## config.mk

```make
export PLATFORM = sky130hd
export DESIGN_NAME = vmask_unit
export DESIGN_NICKNAME = d
export VERILOG_FILES = /design/src/rtl/vmask_unit.sv
export SDC_FILE = /design/constraint.sdc
export NUM_CORES = 1
export LEC_CHECK = 0
export BUFFER_PORTS_ARGS = -buffer_cell sky130_fd_sc_hd__clkbuf_2
export CAP_MARGIN = 20
export CORE_MARGIN = 5
export CORE_UTILIZATION = 45
export CTS_CLUSTER_SIZE = 40
export DETAILED_ROUTE_END_ITERATION = 8
export PLACE_DENSITY = 0.88
export REMOVE_ABC_BUFFERS = 1
export SYNTH_ARGS = -nofsm -noshare
export SYNTH_HDL_FRONTEND = slang
export SYNTH_SLANG_ARGS = --single-unit
```

## constraint.sdc

```tcl
create_clock -name clk -period 5.7 [get_ports clk]
set_input_delay 0 -clock clk [delete_from_list [all_inputs] [get_ports clk]]
set_output_delay 0 -clock clk [all_outputs]
set_load 0.01 [all_outputs]
```

## src/rtl/vmask_unit.sv

```systemverilog
module vmask_unit #(
  parameter int NELEM = 64,
  parameter int EW    = 64,
  localparam int IW   = $clog2(NELEM),
  localparam int CW   = $clog2(NELEM + 1)
) (
  input  logic             clk,
  input  logic             rst_n,
  input  logic [CW-1:0]    vlen,
  input  logic             cmp_valid,
  input  logic [IW-1:0]    cmp_idx,
  input  logic [EW-1:0]    cmp_a,
  input  logic [EW-1:0]    cmp_b,
  input  logic             clr_req,
  input  logic             scl_wr,
  input  logic [NELEM-1:0] scl_wdata,
  input  logic             pop_req,
  output logic [CW-1:0]    pop_count,
  output logic             pop_valid,
  output logic [NELEM-1:0] mask_q
);

  function automatic logic [CW-1:0] count_ones(input logic [NELEM-1:0] v);
    logic [CW-1:0] n;
    n = '0;
    for (int i = 0; i < NELEM; i++) n = n + CW'(v[i]);
    return n;
  endfunction

  logic cmp_hit;
  logic cmp_eq;

  assign cmp_hit = cmp_valid && (CW'(cmp_idx) < vlen);
  assign cmp_eq  = (cmp_a == cmp_b);

  always_ff @(posedge clk) begin
    if (!rst_n)          mask_q <= '1;
    else if (scl_wr)     mask_q <= scl_wdata;
    else if (clr_req)    mask_q <= '1;
    else if (cmp_hit)    mask_q[cmp_idx] <= cmp_eq;
  end

  always_ff @(posedge clk) begin
    if (!rst_n) begin
      pop_count <= '0;
      pop_valid <= 1'b0;
    end else begin
      pop_valid <= pop_req;
      if (pop_req) pop_count <= count_ones(mask_q);
    end
  end


  scl_load_chk: assert property (@(posedge clk) disable iff (!rst_n)
    scl_wr |=> mask_q == $past(scl_wdata));


  clr_ones_chk: assert property (@(posedge clk) disable iff (!rst_n)
    (clr_req && !scl_wr) |=> &mask_q);


  out_of_len_chk: assert property (@(posedge clk) disable iff (!rst_n)
    (cmp_valid && !scl_wr && !clr_req && (CW'(cmp_idx) >= vlen)) |=> $stable(mask_q));


  one_bit_chk: assert property (@(posedge clk) disable iff (!rst_n)
    (!scl_wr && !clr_req) |=> $countones(mask_q ^ $past(mask_q)) <= 1);


  pop_valid_chk: assert property (@(posedge clk) disable iff (!rst_n)
    pop_req |=> pop_valid);


  pop_hold_chk: assert property (@(posedge clk) disable iff (!rst_n)
    !pop_req |=> (!pop_valid && $stable(pop_count)));


  pop_range_chk: assert property (@(posedge clk) disable iff (!rst_n)
    pop_count <= CW'(NELEM));

endmodule

```

==> results.json <==
{
  "syn_to_final_growth_pct": 29.1,
  "postRouteAntennaNets": 0,
  "fmax_mhz": 173,
  "clockBufferDepth": 2,
  "drc": 0,
  "synth_top_family_by_area": "compound AO/OA/AOI/OAI gates",
  "slew_violations": 0,
  "dr.pass1.iters": 6,
  "tightest_slew_ns": 0.909,
  "syn_avg_cell_area_um2": 8.76,
  "max-slew-margin-rel_pct": 39.2,
  "ys.flop_type": "dfxtp_1",
  "power_uw": 4080,
  "yosys.area_share.xor_xnor_pct": 8.47,
  "ys_async_sr_fraction_pct": 0,
  "cpMostUsedCell": "fa_1",
  "finalHoldViolations": 0,
  "setup_ws_ns": -0.0935,
  "track_usage_pct": 26.8,
  "synth_fa_ha_area_share_pct": 19.2,
  "core_area_mm2": 0.0151,
  "drtIter0Drc": 923,
  "cp.required_ns": 5.91,
  "fin_skew_ns": 0.0105,
  "synth_cell_type_count": 47,
  "ios": 283,
  "initial_core_util_pct": 45.8,
  "ys.warnings.count": 0,
  "peakVddDrop_v": 0.000883,
  "clk_latency_ns": 0.35,
  "vias": 7447,
  "cts_tree": "done",
  "num_rows": 45,
  "synthMuxAreaShare_pct": 0.578,
  "multi_input_area_mm2": 0.00474,
  "wire_per_inst_um": 19.7,
  "grt-ovfl-total": 0,
  "path_cells": "inv_2 > fa_1 > inv_1 > fa_2 > inv_2 > fa_2 > fa_1 > fa_1 > fa_1 > fa_1 > fa_1 > inv_1 > ha_2 > fa_2 > a21o_1 > a21oi_2 > nor2b_1 > o21bai_1 > a31oi_1",
  "ys_seq_elements": 72,
  "endpoint_kind": "flip-flop",
  "grt_max_degree": 73,
  "switching_share_pct": 43.2,
  "setup_viol": 3,
  "grt_antenna_before_repair": 1,
  "die_h_um": 134,
  "start_kind": "flip-flop",
  "max_cap_viol_count": 0,
  "grt_pass1_wl_mm": 38.4,
  "arrival_ns": 6.01,
  "final.period_utilization_pct": 102,
  "hold_buffers": 0,
  "cts.sinks": 72,
  "die_w_um": 134,
  "leakage_uw": 0.00420,
  "power_density_mw_per_mm2": 456,
  "p_int_uw": 2320,
  "violations": "setup timing",
  "synth_cells": 791,
  "p_seq_share_pct": 14.3,
  "cp_slowest_cell": "fa_1",
  "synth-simple-area-share_pct": 14.4,
  "ff_latch_area_mm2": 0.00145,
  "dpl.hpwl_mm": 18.4,
  "port_buffers": 282,
  "drive_gt1_share_pct": 43.2,
  "h-tree-depth": 3,
  "synth_seq_area_share_pct": 20.8,
  "slowest_delay_ns": 0.57,
  "status": "complete, but fails checks",
  "layout_min_cycle_time_ns": 5.79,
  "gp_congestion": 0.885,
  "p_clk_share_pct": 13.3,
  "path_class": "flip-flop to flip-flop",
  "synth_area_mm2": 0.00693,
  "switching_power_uw": 1760,
  "synth-edff-count": 0,
  "critPathMaxFanout": 2,
  "synth-compound-area-share_pct": 25.1,
  "place_ws_ns": -0.412,
  "first_global_vias": 7557,
  "vias_per_cell": 5.92,
  "dieArea_mm2": 0.0180,
  "clk_pin_slew_ns": 0.07,
  "fill_cells": 1299,
  "r2r_slack_ns": -0.09,
  "holdCritPathClass": "input pin to flip-flop",
  "nNetsFinal": 1348,
  "p_comb_share_pct": 72.5,
  "drt-total-wl_mm": 24.8,
  "cts_buffers": 9,
  "cts_root_buf": "clkbuf_16",
  "rsz0062_at_grt": "yes"
}
## path summary, 6_finish.rpt
kind,startpoint,end,depth (start not counted)
worst min register to register,pop_count[2],pop_count[2],1
worst max-delay path,mask_q[35],pop_count[6],19
worst max register to register,mask_q[35],pop_count[6],19
worst min-delay path,scl_wdata[58],mask_q[58],3
## through the flow
step	TNS (ns)	instance area, um^2	util (%)	hold WS [ns]	instances
2_1_floorplan	-0.549	6580	-	0.0734	721
3_3_place_gp	-0.893	8560	56.5	0.380	1234
3_5_place_dp	-1.43	8570	56.6	0.389	1235
4_1_cts	-0.223	8880	58.7	0.0335	1253
5_1_grt	-0.672	8950	59.1	0.0593	1257
6_report	-0.165	8950	59.1	0.0410	1257
## cell type report
class                   count  area share [%]
repair buffers            331            20.0
clock buffers              11            2.71
multi-input cells         530            53.0
clock inverters             5           0.363
well taps                 188            2.63
diodes                      1          0.0280
inverters                 119            4.99
flip-flops and latches     72            16.2
## registers in the layout (all words and copies together), names as in the netlist
signal     flops
mask_q        64
pop_count      7
pop_valid      1
## Yosys cell counts, types with 6 or more instances
master,number,area [um^2]
a31o_2,64,561
buf_1,7,26.3
buf_4,7,52.6
buf_6,7,78.8
clkbuf_1,44,165
dfxtp_1,72,1440
fa_1,54,1080
ha_1,20,250
inv_1,118,443
nand2_1,6,22.5
nand2b_1,48,300
nand3_1,46,230
nand4_1,16,100
nor3b_2,6,75.1
o211ai_1,18,135
o21ai_0,49,245
o22ai_1,18,113
o311ai_1,55,482
xnor2_1,66,578
## timing repair
action                                 4_1_cts  5_1_grt
resized for setup                           12       21
setup endpoints to repair                    5        5
pin swaps                                   15       17
endpoints found under the hold margin        0        0
buffers inserted                             2        0
## cell usage in the layout (no fill, tap or decap), types with 18 or more instances in the layout
cell type and instances:
a31o_2 64, buf_4 45, clkbuf_2 282, dfxtp_1 62, fa_1 48, ha_1 18
inv_1 105, nand2b_1 48, nand3_1 46, o211ai_1 18, o21ai_0 49, o22ai_1 18
o311ai_1 55, xnor2_1 66
## metal layers
| layer | global-route usage, % | wire, um | vias to the layer above |
|---|---|---|---|
| li1 | - | - | 3347 |
| met3 | 5.18 | 2560 | 94 |
| met4 | 13.0 | 1030 | 0 |
| met5 | 0 | 0 | - |
| met1 | 30.5 | 8420 | 3494 |
| met2 | 48.0 | 12800 | 512 |
## worst max-delay path, delay by kind of cell, from the launching register on
kind	cells	cell delay, ns
adder cells (fa/ha/maj)	10	4.50
AO/OA/AOI/OAI	4	0.59
flip-flops	1	0.33
buffers and inverters	4	0.18
AND/OR/NAND/NOR	1	0.07
## kinds of logic after synthesis
kind of cell,Yosys count
multiplexers,4
buffers and inverters,189
flip-flops,72
AND/OR/NAND/NOR,160
AO/OA/AOI/OAI,225
adder cells (fa/ha/maj),74
XOR/XNOR,67
## power by group through the flow
stage / Sequential (uW) / Clock, uW / Combinational [uW]
3_3_place_gp: 592 / 0 / 2620
2_1_floorplan: 606 / 0 / 1990
6_report: 583 / 541 / 2960
4_1_cts: 582 / 535 / 2900
3_5_place_dp: 592 / 0 / 2710
5_1_grt: 587 / 560 / 3390
Note: power is estimated with default switching activity, not from simulation.
